$ cat config.mk
export PLATFORM = sky130hd
export DESIGN_NAME = chan_mbox
export DESIGN_NICKNAME = d
export VERILOG_FILES = /design/src/rtl/chan_mbox_pkg.sv /design/src/rtl/chan_mbox_rstsync.sv /design/src/rtl/chan_mbox_bank.sv /design/src/rtl/chan_mbox_flags.sv /design/src/rtl/chan_mbox_rdmux.sv /design/src/rtl/chan_mbox.sv
export SDC_FILE = /design/constraint.sdc
export NUM_CORES = 1
export LEC_CHECK = 0
export BUFFER_PORTS_ARGS = -buffer_cell sky130_fd_sc_hd__buf_4
export CAP_MARGIN = 20
export CORE_UTILIZATION = 40
export CTS_BUF_LIST = sky130_fd_sc_hd__clkbuf_8
export DETAILED_ROUTE_END_ITERATION = 8
export PLACE_DENSITY = 0.75
export REMOVE_ABC_BUFFERS = 1
export SYNTH_ARGS = -nofsm -noshare
export SYNTH_HDL_FRONTEND = slang
export SYNTH_SLANG_ARGS = --single-unit
export TNS_END_PERCENT = 5
$ cat constraint.sdc
create_clock -name clk -period 3.08 [get_ports clk]
set_input_delay 0.616 -clock clk [delete_from_list [all_inputs] [get_ports clk]]
set_output_delay 0.616 -clock clk [all_outputs]
set_load 0.02 [all_outputs]
$ cat src/rtl/chan_mbox_pkg.sv
package chan_mbox_pkg;
  localparam int unsigned ADDR_W   = 10;
  localparam int unsigned DATA_W   = 32;
  localparam int unsigned TX_SHIFT = 16;
  localparam int unsigned MAX_CH   = 16;
  localparam logic [3:0] OFS_CTRL = 4'h0;
  localparam logic [3:0] OFS_MASK = 4'h4;
  localparam logic [3:0] OFS_SC   = 4'h8;
  localparam logic [3:0] OFS_STAT = 4'hC;
  localparam logic [ADDR_W-1:0] CFG_ADDR = 10'h3F0;
  localparam logic [ADDR_W-1:0] VER_ADDR = 10'h3F4;
endpackage

$ cat src/rtl/chan_mbox_rstsync.sv
module chan_mbox_rstsync (
  input  logic clk,
  input  logic rst_n,
  output logic rst_sync_n
);
  logic [1:0] sync_q;

  always_ff @(posedge clk or negedge rst_n) begin
    if (!rst_n) begin
      sync_q <= 2'b00;
    end else begin
      sync_q <= {sync_q[0], 1'b1};
    end
  end

  assign rst_sync_n = sync_q[1];
endmodule

$ cat src/rtl/chan_mbox_bank.sv
module chan_mbox_bank
  import chan_mbox_pkg::*;
#(
  parameter int unsigned NCH     = 16,
  parameter int unsigned BANK_ID = 0
) (
  input  logic              clk,
  input  logic              rst_n,
  input  logic              wr_i,
  input  logic [ADDR_W-1:0] addr_i,
  input  logic [DATA_W-1:0] wdata_i,
  input  logic [NCH-1:0]    own_flag_i,
  input  logic [NCH-1:0]    peer_flag_i,
  output logic [DATA_W-1:0] ctrl_o,
  output logic [DATA_W-1:0] mask_o,
  output logic [NCH-1:0]    set_o,
  output logic [NCH-1:0]    clr_o,
  output logic              rx_irq_o,
  output logic              tx_irq_o
);
  localparam int unsigned PAGE_W = ADDR_W - 4;

  logic           bank_hit, ctrl_we, mask_we, sc_we;
  logic           rxen_q, txen_q, rxen_d, txen_d;
  logic [NCH-1:0] rxmask_q, txmask_q, rxmask_d, txmask_d;

  assign bank_hit = wr_i && (addr_i[ADDR_W-1:4] == PAGE_W'(BANK_ID));
  assign ctrl_we  = bank_hit && (addr_i[3:0] == OFS_CTRL);
  assign mask_we  = bank_hit && (addr_i[3:0] == OFS_MASK);
  assign sc_we    = bank_hit && (addr_i[3:0] == OFS_SC);

  always_comb begin
    rxen_d   = wdata_i[0];
    txen_d   = wdata_i[TX_SHIFT];
    rxmask_d = wdata_i[NCH-1:0];
    txmask_d = wdata_i[TX_SHIFT +: NCH];
  end

  always_ff @(posedge clk or negedge rst_n) begin
    if (!rst_n) begin
      rxen_q   <= 1'b0;
      txen_q   <= 1'b0;
      rxmask_q <= '1;
      txmask_q <= '1;
    end else begin
      if (ctrl_we) begin
        rxen_q <= rxen_d;
        txen_q <= txen_d;
      end
      if (mask_we) begin
        rxmask_q <= rxmask_d;
        txmask_q <= txmask_d;
      end
    end
  end

  assign set_o = sc_we ? wdata_i[TX_SHIFT +: NCH] : '0;
  assign clr_o = sc_we ? wdata_i[NCH-1:0] : '0;

  always_comb begin
    ctrl_o                   = '0;
    ctrl_o[0]                = rxen_q;
    ctrl_o[TX_SHIFT]         = txen_q;
    mask_o                   = '0;
    mask_o[NCH-1:0]          = rxmask_q;
    mask_o[TX_SHIFT +: NCH]  = txmask_q;
  end

  assign rx_irq_o = rxen_q && (|(peer_flag_i & ~rxmask_q));
  assign tx_irq_o = txen_q && (|(~own_flag_i & ~txmask_q));
endmodule

$ cat src/rtl/chan_mbox_flags.sv
module chan_mbox_flags #(
  parameter int unsigned NCH = 16
) (
  input  logic                clk,
  input  logic                rst_n,
  input  logic [1:0][NCH-1:0] set_i,
  input  logic [1:0][NCH-1:0] clr_i,
  output logic [1:0][NCH-1:0] flag_o
);
  logic [1:0][NCH-1:0] flag_q, flag_d;

  for (genvar p = 0; p < 2; p++) begin : g_dir
    always_comb begin
      flag_d[p] = set_i[p] | (flag_q[p] & ~clr_i[p]);
    end

    always_ff @(posedge clk or negedge rst_n) begin
      if (!rst_n) begin
        flag_q[p] <= '0;
      end else begin
        flag_q[p] <= flag_d[p];
      end
    end

    // a set request lands even when a clear arrives in the same cycle
    p_set_wins_r8: assert property (@(posedge clk) disable iff (!rst_n)
      (|set_i[p]) |=> ((flag_q[p] & $past(set_i[p])) == $past(set_i[p])));

    // a clear with no competing set drops the flag
    p_clear_r3: assert property (@(posedge clk) disable iff (!rst_n)
      (|(clr_i[p] & ~set_i[p])) |=> ((flag_q[p] & $past(clr_i[p] & ~set_i[p])) == '0));

    // without requests the flags keep their value
    p_hold_r2: assert property (@(posedge clk) disable iff (!rst_n)
      ((set_i[p] == '0) && (clr_i[p] == '0)) |=> $stable(flag_q[p]));
  end

  assign flag_o = flag_q;
endmodule

$ cat src/rtl/chan_mbox_rdmux.sv
module chan_mbox_rdmux
  import chan_mbox_pkg::*;
#(
  parameter int unsigned NCH       = 16,
  parameter int unsigned VER_MAJOR = 1,
  parameter int unsigned VER_MINOR = 0
) (
  input  logic [ADDR_W-1:0]          addr_i,
  input  logic [1:0][DATA_W-1:0]     ctrl_i,
  input  logic [1:0][DATA_W-1:0]     mask_i,
  input  logic [1:0][NCH-1:0]        flag_i,
  output logic [DATA_W-1:0]          rdata_o
);
  logic bsel;

  assign bsel = addr_i[4];

  always_comb begin
    rdata_o = '0;
    if (addr_i[ADDR_W-1:5] == '0) begin
      case (addr_i[3:0])
        OFS_CTRL: rdata_o = ctrl_i[bsel];
        OFS_MASK: rdata_o = mask_i[bsel];
        OFS_STAT: rdata_o[NCH-1:0] = flag_i[bsel];
        default:  rdata_o = '0;
      endcase
    end else if (addr_i == CFG_ADDR) begin
      rdata_o[7:0] = 8'(NCH);
    end else if (addr_i == VER_ADDR) begin
      rdata_o[7:4] = 4'(VER_MAJOR);
      rdata_o[3:0] = 4'(VER_MINOR);
    end
  end
endmodule

$ cat src/rtl/chan_mbox.sv
module chan_mbox
  import chan_mbox_pkg::*;
#(
  parameter int unsigned NCH       = 16,
  parameter int unsigned VER_MAJOR = 1,
  parameter int unsigned VER_MINOR = 0
) (
  input  logic              clk,
  input  logic              rst_n,
  input  logic              p0_wr,
  input  logic [ADDR_W-1:0] p0_addr,
  input  logic [DATA_W-1:0] p0_wdata,
  output logic [DATA_W-1:0] p0_rdata,
  output logic              p0_rx_irq,
  output logic              p0_tx_irq,
  input  logic              p1_wr,
  input  logic [ADDR_W-1:0] p1_addr,
  input  logic [DATA_W-1:0] p1_wdata,
  output logic [DATA_W-1:0] p1_rdata,
  output logic              p1_rx_irq,
  output logic              p1_tx_irq
);
  logic                     rst_q_n;
  logic [1:0]               wr_a, rx_a, tx_a;
  logic [1:0][ADDR_W-1:0]   addr_a;
  logic [1:0][DATA_W-1:0]   wdata_a, rdata_a, ctrl_a, mask_a;
  logic [1:0][NCH-1:0]      set_a, clr_from, clr_to, flag_a;

  chan_mbox_rstsync i_rstsync (
    .clk        (clk),
    .rst_n      (rst_n),
    .rst_sync_n (rst_q_n)
  );

  assign wr_a    = {p1_wr, p0_wr};
  assign addr_a  = {p1_addr, p0_addr};
  assign wdata_a = {p1_wdata, p0_wdata};
  assign clr_to  = {clr_from[0], clr_from[1]};

  for (genvar p = 0; p < 2; p++) begin : g_proc
    chan_mbox_bank #(.NCH(NCH), .BANK_ID(p)) i_bank (
      .clk         (clk),
      .rst_n       (rst_q_n),
      .wr_i        (wr_a[p]),
      .addr_i      (addr_a[p]),
      .wdata_i     (wdata_a[p]),
      .own_flag_i  (flag_a[p]),
      .peer_flag_i (flag_a[1-p]),
      .ctrl_o      (ctrl_a[p]),
      .mask_o      (mask_a[p]),
      .set_o       (set_a[p]),
      .clr_o       (clr_from[p]),
      .rx_irq_o    (rx_a[p]),
      .tx_irq_o    (tx_a[p])
    );

    chan_mbox_rdmux #(.NCH(NCH), .VER_MAJOR(VER_MAJOR), .VER_MINOR(VER_MINOR)) i_rdmux (
      .addr_i  (addr_a[p]),
      .ctrl_i  (ctrl_a),
      .mask_i  (mask_a),
      .flag_i  (flag_a),
      .rdata_o (rdata_a[p])
    );

    // a receive interrupt needs at least one peer flag set
    p_rx_peer_r5: assert property (@(posedge clk) disable iff (!rst_q_n)
      rx_a[p] |-> (flag_a[1-p] != '0));

    // a transmit interrupt needs at least one own flag free
    p_tx_free_r6: assert property (@(posedge clk) disable iff (!rst_q_n)
      tx_a[p] |-> (flag_a[p] != '1));
  end

  chan_mbox_flags #(.NCH(NCH)) i_flags (
    .clk    (clk),
    .rst_n  (rst_q_n),
    .set_i  (set_a),
    .clr_i  (clr_to),
    .flag_o (flag_a)
  );

  assign p0_rdata  = rdata_a[0];
  assign p1_rdata  = rdata_a[1];
  assign p0_rx_irq = rx_a[0];
  assign p0_tx_irq = tx_a[0];
  assign p1_rx_irq = rx_a[1];
  assign p1_tx_irq = tx_a[1];
endmodule

* Word level (Yosys, flattened, before mapping)
Cells that the tools add are included. W data, S select, Z words.
Storage, ports and cells: flip-flop bits (word level) 102, latch bits 0, memory bits (writable) 0, bits in read-only memories 0, bits of input ports 88, output and inout bits 68, word-level logic and storage cells 89, memories 0
Operators by class: $add $sub $neg 0, multipliers 0, div/mod/pow operators 0, order comparisons 2, eq/ne operators 11, shifts and indexed selects 0, multiplexer cells 28, bitwise logic cells 16, reduce and logical (&&, ||, !) cells 21
Operators with widths (count):
- $mux W32 | 6
- $mux W16 | 8
- $not A16 Y16 | 8
- $and A16 B16 Y16 | 6
- $pmux W16 S3 | 2
- $pmux W16 S2 | 2
- $reduce_or A16 Y1 | 4
- $mux W24 | 2
- $eq A10 B10 Y1 const B | 4
- $mux W17 | 2
- $mux W8 | 4
- $or A16 B16 Y16 | 2
- $eq A4 B4 Y1 const B | 4
- $logic_and A1 B1 Y1 | 12
- $logic_not A5 Y1 | 2
- $mux W5 | 2
- $eq A4 B3 Y1 const B | 2
- $logic_not A4 Y1 | 2
- $eq A6 B1 Y1 const B | 1
- $logic_not A6 Y1 | 1
- $lt A1 B2 Y1 const B | 2

* Logic depth before layout (Yosys ltp)
Gate-level depths: netlist of run 1.
depth in word-level cells 7, depth in mapped cells 6, gate-level depth less buffers 4

* Cells and area by module
From an unflattened synthesis of run 1, not the netlist that was laid out.
Second synthesis, totals: cell total of the unflattened synthesis 775, area, all modules 8396.8 um^2
By module, submodules not included:
- chan_mbox_rdmux | instances 2, cells an instance 155, area an instance 1417.6 um^2, seq. area each 0.0 um^2
- chan_mbox_bank at g_proc[1].i_bank | instances 1, cells an instance 183, area an instance 2174.6 um^2, seq. area each 890.9 um^2
- chan_mbox_bank at g_proc[0].i_bank | instances 1, cells an instance 183, area an instance 2172.1 um^2, seq. area each 890.9 um^2
- chan_mbox_flags | instances 1, cells an instance 96, area an instance 1161.1 um^2, seq. area each 800.8 um^2
- chan_mbox_rstsync | instances 1, cells an instance 3, area an instance 53.8 um^2, seq. area each 50.0 um^2

* Worst setup path after synthesis of run 1
OpenSTA, ideal clock, no wires.
path type input to output, start input p0_addr[3], end output p0_rdata[4], arrival time 2.134 ns, required time 2.464 ns, slack 0.330 ns, stages 4, buffers on the path 1, cell sequence or4b_2 > clkbuf_1 > o22a_1 > o21ai_0
On the way: longest elaborated chain between the ends 4, elaborated cells between the ends (all ways) 9, those cells by class eq/ne: 4; mux: 4; reduce/logical: 1
RTL lines:
- start, declared | RTL line chan_mbox.sv:11 | input logic [ADDR_W-1:0] p0_addr,
- $eq A10 B10 Y1 | RTL line chan_mbox_rdmux.sv:29 | end else if (addr_i == VER_ADDR) begin
- $mux W5 | RTL line chan_mbox_rdmux.sv:29
- $mux W8 | RTL line chan_mbox_rdmux.sv:27 | end else if (addr_i == CFG_ADDR) begin
- $mux W8 (*) | RTL line chan_mbox_rdmux.sv:20 | if (addr_i[ADDR_W-1:5] == '0) begin
- end, declared | RTL line chan_mbox.sv:13 | output logic [DATA_W-1:0] p0_rdata,
Mark *: on every way between the ends. The rest lies on a longest branch, timed or not.

* Worst setup path after layout of run 1
start input p0_addr[3], end output p0_rdata[0]
On the way: longest elaborated chain between the ends 3, elaborated cells between the ends (all ways) 7, those cells by class eq/ne: 3; mux: 3; reduce/logical: 1
RTL lines:
- $eq A4 B4 Y1 (tied with other cells) | RTL line chan_mbox_rdmux.sv:21 | case (addr_i[3:0])
- $pmux W16 S3 / $mux W8 (equally long branches) | RTL line chan_mbox_rdmux.sv:21, chan_mbox_rdmux.sv:27
- $mux W8 (*) | RTL line chan_mbox_rdmux.sv:20
Marked as above.

==> results by group, run 1 <==
Status
  – Outcome: complete, no violations

Worst hold path
  – Worst hold path class: flip-flop to async pin

Detailed routing
  – DR WL/cell: between 20 and 25 um
  – Routed Antenna Nets: 0
  – Starting DRT DRC Count: between 200 and 250
  – Drt first pass iters: 5
  – Via Count: approximately 5,300
  – DRC violations left: 0
  – Final wirelength: just under 20,000 um
  – Routed vias/inst: 5.72

Synth
  – Synth warn: 0
  – Synthesized cell area: roughly 6200 um2
  – Distinct cells, synth: 42
  – Synthesized flop and latch total: 102
  – Synthesized netlist cell count: a little under 600
  – Mapped Avg Cell Area: roughly 11 um2
  – Register area share after synthesis: 0.425

Die
  – Placeable Area: roughly 15,000 um2
  – Die X-Extent: around 130 um
  – Num rows: 45
  – Die area: approximately 16,000 um2
  – Die span in y: roughly 130 um
  – I/O Pins: 156
  – Initial cell density of the core: 0.409

Clock tree
  – Clock root buffer: clkbuf_8
  – Worst-path clk slew: ~90 ps
  – Number of buffers created by CTS: 9
  – Latest clock arrival within the worst-skew pair: ~390 ps
  – H-tree depth: 3
  – CTS max path bufs: 2
  – Post-CTS Resized: 0
  – Clock Sinks: 102
  – Post-CTS Repair Setup Buffers: 0
  – CTS tree: yes
  – Hold buffers post-CTS: 1

Pwr
  – Pwr Density: around 320 nW/um2
  – Leakage: 3.48 nW
  – Peak supply drop: between 0.15 and 0.2 mV

Timing
  – Setup total negative slack: 0 ps
  – Max_slew headroom: 0.575
  – FMAX: between 300 and 400 MHz
  – Pins Over Slew Limit: 0
  – Clock Skew: ~5.6 ps
  – Final hold slack: approximately 340 ps
  – RSZ-0062 raised after global routing: no
  – Final setup vio count: 0
  – Worst Tran Pin Value: 637 ps
  – Final hold violations: 0
  – Final period util: 0.906
  – Fin crit period: about 2800 ps

Worst setup path
  – Startpoint Class: input port
  – Slowest-stage cell, CP: or4b_2
  – WP data arrival: ~2200 ps
  – Required time of the critical path: ~2500 ps
  – Crit path largest cell delay: roughly 730 ps
  – CP most frequent cell: buf_4
  – Worst setup EP type: output port
  – Max FO, Critical Path: 8
  – Crit Path Class: input port to output port
  – Worst-path cell chain: buf_4 > or4b_2 > buf_4 > o22ai_1 > a21oi_1 > nor2_1 > buf_4

Cells and area
  – Fraction of layout cells with a size suffix above 1: 0.415
  – FF+latch area: 2640 um2
  – Final nets: between 800 and 900
  – Diodes inserted: 0
  – Commonest cells after routing, fill and taps aside: buf_4, mux2i_1, dfstp_2
  – Finished Cell Area: ~7900 um2
  – Multi-input logic area: 3310 um2
  – Area grow syn2layout: 27.0%
  – Leading cell type in the layout, fill and taps excluded: buf_4
  – Fillers: roughly 1,400

Global route
  – Largest net degree at the start of global routing: between 40 and 50
  – Tot GR Track Use: 0.255
  – First-pass GRT wire length: around 31,000 um
  – GRT overflow: 0
  – Vias in the first global route: 5,299
  – Initial antenna violation count: 0

Run
  – Max_cap viols: 0

Place
  – Placed inst area: roughly 7700 um2
  – Final GP Congestion: between 0.8 and 0.9
  – PortBufs: 155
  – DP Wirelength: about 14,000 um
state kept, by name, summed over array words and instances (netlist names):
signal	count
g_proc.i_bank.rxen_q	2
g_proc.i_bank.txen_q	2
i_flags.flag_o	32
g_proc.i_bank.rxmask_q	32
i_rstsync.sync_q	2
g_proc.i_bank.txmask_q	32
Yosys cell counts (all sizes together):
master	instances	area share
o22ai	19	0.019
a211oi	1	0.0012
a22o	32	0.045
nand3	4	0.0040
conb	1	0.00061
o22a	34	0.048
or2	2	0.0020
a31oi	2	0.0020
mux2i	97	0.16
o21ai	4	0.0032
buf	21	0.016
nand4bb	2	0.0036
a21oi	2	0.0016
mux2	70	0.13
inv	29	0.018
nor3	9	0.0073
nor2	64	0.039
clkbuf	14	0.0085
dfstp	64	0.27
or4b	3	0.0055
and2	3	0.0030
o221ai	4	0.0057
and4	2	0.0028
nand2b	7	0.0071
or3	2	0.0020
dfrtp	38	0.15
or4	1	0.0012
a21boi	2	0.0024
nand2	40	0.024
a221oi	4	0.0057
nor4	3	0.0065
o2111ai	2	0.0028
nand4	2	0.0020
stage by stage:
step,power (mW),worst slack (ps),utilization,instances
finish,2.54,289,0.519,933
global route,2.64,207,0.519,933
CTS,2.57,291,0.519,933
detailed placement,1.71,295,0.506,916
global placement,1.71,294,0.506,916
floorplan,1.51,100,-,549
power breakdown:
part	internal (mW)	switching [mW]	leakage [nW]
logic	0.146	0.135	2.19
clock network	0.385	0.468	0.113
registers	1.37	0.0370	1.18
total	1.90	0.640	3.48
layout make-up:
cell class,count,area share
flip-flops and latches,102,0.335
clock inverters,6,0.00621
repair buffers,180,0.177
multi-input cells,418,0.420
inverters,29,0.0138
well taps,188,0.0299
clock buffers,10,0.0175
cells by family after synthesis:
group                  Yosys count  synth area share
AO/OA/AOI/OAI                  106             0.137
buffers and inverters           64            0.0420
flip-flops                     102             0.425
multiplexers                   167             0.284
other                            1          0.000606
AND/OR/NAND/NOR                144             0.111
final timing paths:
path | depth (start not counted) | start | slack (ps) | to
setup / recovery | 7 | p0_addr[3] | 290 | p0_rdata[0]
hold / removal | 0 | i_rstsync.sync_q[1]$_DFF_PN0_ | 340 | i_flags.flag_o[19]$_DFF_PN0_
setup reg to reg | 1 | i_rstsync.sync_q[1]$_DFF_PN0_ | 1890 | g_proc[1].i_bank.txmask_q[11]$_DFFE_PN1P_
hold reg to reg | 0 | i_rstsync.sync_q[1]$_DFF_PN0_ | 340 | i_flags.flag_o[19]$_DFF_PN0_
max in group asynchronous | 1 | i_rstsync.sync_q[1]$_DFF_PN0_ | 1890 | g_proc[1].i_bank.txmask_q[11]$_DFFE_PN1P_
min in group clk | 0 | i_rstsync.sync_q[0]$_DFF_PN0_ | 360 | i_rstsync.sync_q[1]$_DFF_PN0_
worst max-delay path, delay by kind of cell:
family,cells,cell delay [ps]
and+or+nand+nor,2,840
buffers and inverters,3,500
AOI/OAI and AO/OA,2,220
layer usage:
metal,vias to the layer above,share of wire,track usage
met5,-,0,0
met4,0,0.021,0.105
met3,29,0.063,0.0401
met2,222,0.47,0.412
met1,2625,0.44,0.342
li1,2464,-,-
Note: power is estimated with default switching activity, not from simulation.
==> inputs of run 2 (changes only) <==
- MAX_ROUTING_LAYER: not set -> met4
==> results by group, run 2 (synthesized netlist as in run 1, its figures left out) <==
Die
  – Die area: 16,000 um2 (unchanged)
  – Die span in y: 126 um (unchanged)
  – Die X-Extent: 126 um (unchanged)
  – Num rows: 45 (unchanged)
  – I/O Pins: 156 (unchanged)
  – Initial cell density of the core: 0.409 (unchanged)
  – Placeable Area: 15,100 um2 (unchanged)

Pwr
  – Peak supply drop: 0.165 mV (+2.2%)
  – Pwr Density: 323 nW/um2 (about the same)
  – Leakage: 3.48 nW (unchanged)

Clock tree
  – H-tree depth: 3 (unchanged)
  – Post-CTS Resized: 0 (unchanged)
  – Worst-path clk slew: 90 ps (about the same)
  – CTS max path bufs: 2 (unchanged)
  – Clock root buffer: clkbuf_8
  – Latest clock arrival within the worst-skew pair: 390 ps (about the same)
  – Clock Sinks: 102 (unchanged)
  – Number of buffers created by CTS: 9 (unchanged)
  – CTS tree: yes

Timing
  – Clock Skew: 8.12 ps (+2.51 ps)
  – Final setup vio count: 0 (unchanged)
  – Worst Tran Pin Value: 619 ps (-18.3 ps)
  – Fin crit period: 2790 ps (-1.24 ps)
  – Max_slew headroom: 0.588 (+0.0122)
  – Final hold violations: 0 (unchanged)
  – Setup total negative slack: 0 ps (unchanged)
  – Final period util: 0.906 (about the same)
  – Final hold slack: 337 ps (-7.19 ps)
  – FMAX: 358 MHz (about the same)
  – Pins Over Slew Limit: 0 (unchanged)
  – RSZ-0062 raised after global routing: no

Place
  – DP Wirelength: 14,100 um (unchanged)
  – PortBufs: 155 (unchanged)
  – Placed inst area: 7670 um2 (unchanged)
  – Final GP Congestion: 0.889 (+1.6%)
  – # placed instances: 916 (unchanged)

Worst setup path
  – Delay-heaviest family, CP: simple AND/OR/NAND/NOR gates
  – Buf+Inv Stages, Crit Path: 3 (unchanged)
  – WP data arrival: 2170 ps (about the same)
  – Max FO, Critical Path: 8 (unchanged)
  – Slowest-stage cell, CP: or4b_2
  – Worst-path cell chain: buf_4 > or4b_2 > buf_4 > o22ai_1 > a21oi_1 > nor2_1 > buf_4
  – FF-to-FF path depth: 1 (unchanged)
  – Worst setup EP type: output port
  – CP most frequent cell: buf_4
  – Critical path depth: 7 (unchanged)
  – Crit path largest cell delay: 730 ps (about the same)
  – Startpoint Class: input port
  – Required time of the critical path: 2460 ps (about the same)
  – Crit Path Class: input port to output port

Detailed routing
  – DR WL/cell: 21.2 um (-0.34%)
  – Drt first pass iters: 4 (-1)
  – Final wirelength: 19,700 um (-0.34%)
  – Routed Antenna Nets: 0 (unchanged)
  – Via Count: 5,332 (-0.15%)
  – DRC violations left: 0 (unchanged)
  – Routed vias/inst: 5.71 (-0.15%)
  – Starting DRT DRC Count: 242 (+5.7%)

Worst hold path
  – Worst hold path class: flip-flop to async pin

Global route
  – GRT overflow: 0 (unchanged)
  – Tot GR Track Use: 0.263 (+0.00818)
  – Vias in the first global route: 5,293 (-0.11%)
  – First-pass GRT wire length: 30,700 um (+0.16%)
  – Largest net degree at the start of global routing: 48 (unchanged)
  – Initial antenna violation count: 0 (unchanged)

Cells and area
  – Commonest cells after routing, fill and taps aside: buf_4, mux2i_1, dfstp_2
  – Finished Cell Area: 7860 um2 (unchanged)
  – Area grow syn2layout: 27.0% (unchanged)
  – Diodes inserted: 0 (unchanged)
  – Fraction of layout cells with a size suffix above 1: 0.415 (unchanged)
  – Post-route insts no fill: 933 (unchanged)
  – Leading cell type in the layout, fill and taps excluded: buf_4
  – Final nets: 828 (unchanged)
  – Fillers: 1,372 (unchanged)

Run
  – Max_cap viols: 0 (unchanged)

Status
  – Outcome: complete, no violations
[run 2: routing by layer]
metal  GRT usage  wire length [um]  vias up
met3      0.0401              1240       30
met1       0.342              8770     2611
met5           -                 0        -
met2       0.412              9320      224
met4       0.105               410        0
li1            -                 -     2467
[run 2: final timing paths]
kind | from | endpoint | slack (ps)
max in group asynchronous | i_rstsync.sync_q[1]$_DFF_PN0_ | g_proc[1].i_bank.txmask_q[11]$_DFFE_PN1P_ | 1900
min | i_rstsync.sync_q[1]$_DFF_PN0_ | i_flags.flag_o[19]$_DFF_PN0_ | 340
min in group clk | i_rstsync.sync_q[0]$_DFF_PN0_ | i_rstsync.sync_q[1]$_DFF_PN0_ | 360
max | p0_addr[3] | p0_rdata[0] | 290
max reg2reg | i_rstsync.sync_q[1]$_DFF_PN0_ | g_proc[1].i_bank.txmask_q[11]$_DFFE_PN1P_ | 1900
min reg2reg | i_rstsync.sync_q[1]$_DFF_PN0_ | i_flags.flag_o[19]$_DFF_PN0_ | 340
[run 2: layout make-up]
| class | count | area (um2) | area share |
|---|---|---|---|
| Multi-Input combinational cell | 418 | 3310 | 0.420 |
| Clock buffer | 10 | 138 | 0.0175 |
| Timing Repair Buffer | 180 | 1390 | 0.177 |
| Inverter | 29 | 109 | 0.0138 |
| Tap cell | 188 | 235 | 0.0299 |
| Clock inverter | 6 | 48.8 | 0.00621 |
| Sequential cell | 102 | 2640 | 0.335 |
[run 2: stage by stage]
| stage | setup slack (ps) | total power, mW | utilization |
|---|---|---|---|
| 2_1_floorplan | 100 | 1.51 | - |
| 3_3_place_gp | 294 | 1.71 | 0.506 |
| 3_5_place_dp | 295 | 1.71 | 0.506 |
| 4_1_cts | 291 | 2.57 | 0.519 |
| 5_1_grt | 207 | 2.64 | 0.519 |
| 6_report | 290 | 2.54 | 0.519 |
[run 2: report_power, final]
group,internal [mW],switching [mW],total (mW)
Sequential,1.37,0.0365,1.41
Combinational,0.146,0.136,0.282
Clock,0.385,0.466,0.850
[run 2: repair_timing]
action | CTS | global route
setup buffers | 0 | 0
hold endpoints to repair | 2 | 0
hold buffers | 1 | 0
==> inputs of run 3 (changes only) <==
- RECOVER_POWER: not set -> 25
==> results by group, run 3 (synthesized netlist as in run 1, its figures left out) <==
Status
  – Outcome: finished, violations left
  – Failing checks: max-capacitance violations, max-slew violations

Pwr
  – Pwr Density: 324 nW/um2 (+0.16%)
  – Peak supply drop: 0.162 mV (-1.9%)
  – Leakage: 3.48 nW (-0.22%)

Timing
  – Clock Skew: 5.43 ps (-2.69 ps)
  – Fin crit period: 2790 ps (-0.708 ps)
  – Final period util: 0.906 (about the same)
  – Pins Over Slew Limit: 48 (+48)
  – Final hold violations: 0 (unchanged)
  – Worst Tran Pin Value: 1890 ps (+1270 ps)
  – Final setup vio count: 0 (unchanged)
  – FMAX: 358 MHz (about the same)
  – RSZ-0062 raised after global routing: no
  – Setup total negative slack: 0 ps (unchanged)
  – Final WS setup: 291 ps (+0.708 ps)
  – Max_slew headroom: -0.259 (-0.846)

Worst setup path
  – Max FO, Critical Path: 8 (unchanged)
  – Crit path largest cell delay: 730 ps (about the same)
  – Critical path depth: 7 (unchanged)
  – Worst-path cell chain: buf_4 > or4b_2 > buf_4 > o22ai_1 > a21oi_1 > nor2_1 > buf_4
  – Required time of the critical path: 2460 ps (about the same)
  – Reg2reg setup slack: 730 ps (-1170 ps)
  – Reg-to-reg critical path endpoint: i_flags.flag_o[31]$_DFF_PN0_
  – Buf+Inv Stages, Crit Path: 3 (unchanged)
  – Slowest-stage cell, CP: or4b_2
  – Setup crit start: p0_addr[3]
  – Startpoint Class: input port
  – Delay-heaviest family, CP: simple AND/OR/NAND/NOR gates
  – FF-to-FF path depth: 1 (unchanged)
  – Worst setup EP type: output port
  – Worst R2R Start: i_rstsync.sync_q[1]$_DFF_PN0_
  – CP most frequent cell: buf_4
  – WP data arrival: 2170 ps (about the same)
  – Crit Path Class: input port to output port
  – Worst Setup EP: p0_rdata[0]

Place
  – # placed instances: 916 (unchanged)
  – Final GP Congestion: 0.889 (unchanged)
  – Pre-CTS WS: 295 ps (unchanged)
  – Placed inst area: 7670 um2 (unchanged)
  – DP Wirelength: 14,100 um (unchanged)
  – PortBufs: 155 (unchanged)

Die
  – I/O Pins: 156 (unchanged)
  – Die area: 16,000 um2 (unchanged)
  – Initial cell density of the core: 0.409 (unchanged)
  – Placeable Area: 15,100 um2 (unchanged)
  – Die span in y: 126 um (unchanged)
  – Die X-Extent: 126 um (unchanged)
  – Num rows: 45 (unchanged)

Global route
  – First-pass GRT wire length: 30,700 um (unchanged)
  – Largest net degree at the start of global routing: 48 (unchanged)
  – Vias in the first global route: 5,293 (unchanged)
  – Tot GR Track Use: 0.263 (unchanged)
  – GRT overflow: 0 (unchanged)
  – Initial antenna violation count: 0 (unchanged)

Cells and area
  – Final nets: 828 (unchanged)
  – Final Core Density: 0.518 (-0.00107)
  – Fillers: 1,375 (+0.22%)
  – Diodes inserted: 0 (unchanged)
  – Fraction of layout cells with a size suffix above 1: 0.411 (-0.00403)
  – Commonest cells after routing, fill and taps aside: buf_4, mux2i_1, dfstp_2
  – Leading cell type in the layout, fill and taps excluded: buf_4
  – Finished Cell Area: 7850 um2 (-0.21%)
  – Area grow syn2layout: 26.8%
  – Post-route insts no fill: 933 (unchanged)

Clock tree
  – Post-CTS Resized: 0 (unchanged)
  – Clock root buffer: clkbuf_8
  – Worst-path clk slew: 90 ps (about the same)
  – Hold buffers post-CTS: 1 (unchanged)
  – H-tree depth: 3 (unchanged)
  – Clock Sinks: 102 (unchanged)
  – CTS tree: yes
  – Latest clock arrival within the worst-skew pair: 390 ps (about the same)
  – Post-CTS Repair Setup Buffers: 0 (unchanged)
  – CTS max path bufs: 2 (unchanged)
  – Number of buffers created by CTS: 9 (unchanged)

Run
  – Max_cap viols: 1 (+1)

Detailed routing
  – Drt first pass iters: 6 (+2)
  – Routed Antenna Nets: 0 (unchanged)
  – Final wirelength: 19,800 um (+0.31%)
  – Routed vias/inst: 5.74 (+0.47%)
  – Via Count: 5,357 (+0.47%)
  – Starting DRT DRC Count: 303 (+25%)
  – DRC violations left: 0 (unchanged)
  – DR WL/cell: 21.2 um (+0.31%)

Worst hold path
  – Worst hold path class: flip-flop to flip-flop
  – Hold path startpoint: i_rstsync.sync_q[0]$_DFF_PN0_
[run 3: cell types whose count changed in the layout (fill, tap and decap cells not counted), sizes merged]
cell    before  now
clkbuf      10   14
buf        179  175
[run 3: stage by stage]
step / total power, mW / hold slack [ps]
6_report: 2.54 / 364
4_1_cts: 2.57 / 369
2_1_floorplan: 1.51 / 320
3_3_place_gp: 1.71 / 335
3_5_place_dp: 1.71 / 346
5_1_grt: 2.63 / 393
[run 3: power breakdown]
group	total, mW	leakage (nW)	internal, mW	switching [mW]
Clock	0.851	0.113	0.385	0.466
Sequential	1.41	1.18	1.37	0.0366
Combinational	0.280	2.18	0.144	0.136
[run 3: worst min-delay path by stage]
stage	to	depth (start not counted)
floorplan	i_rstsync.sync_q[0]$_DFF_PN0_	0
global placement	i_rstsync.sync_q[1]$_DFF_PN0_	0
detailed placement	i_rstsync.sync_q[1]$_DFF_PN0_	0
CTS	i_rstsync.sync_q[1]$_DFF_PN0_	0
global route	i_rstsync.sync_q[1]$_DFF_PN0_	0
finish	i_rstsync.sync_q[1]$_DFF_PN0_	0
[run 3: layout make-up]
class	count	area, um2	share of cell area
clock buffer	10	138	0.0175
clock inverter	6	48.8	0.00622
multi-input combinational	418	3310	0.421
inverter	29	109	0.0139
timing repair buffer	180	1380	0.176
tap	188	235	0.0300
sequential	102	2630	0.335
[run 3: metal layers]
metal | global-route usage | wire, um | vias up
li1 | - | - | 2460
met1 | 0.342 | 8870 | 2653
met2 | 0.412 | 9350 | 217
met3 | 0.0401 | 1220 | 27
met4 | 0.105 | 361 | 0
met5 | - | 0 | -
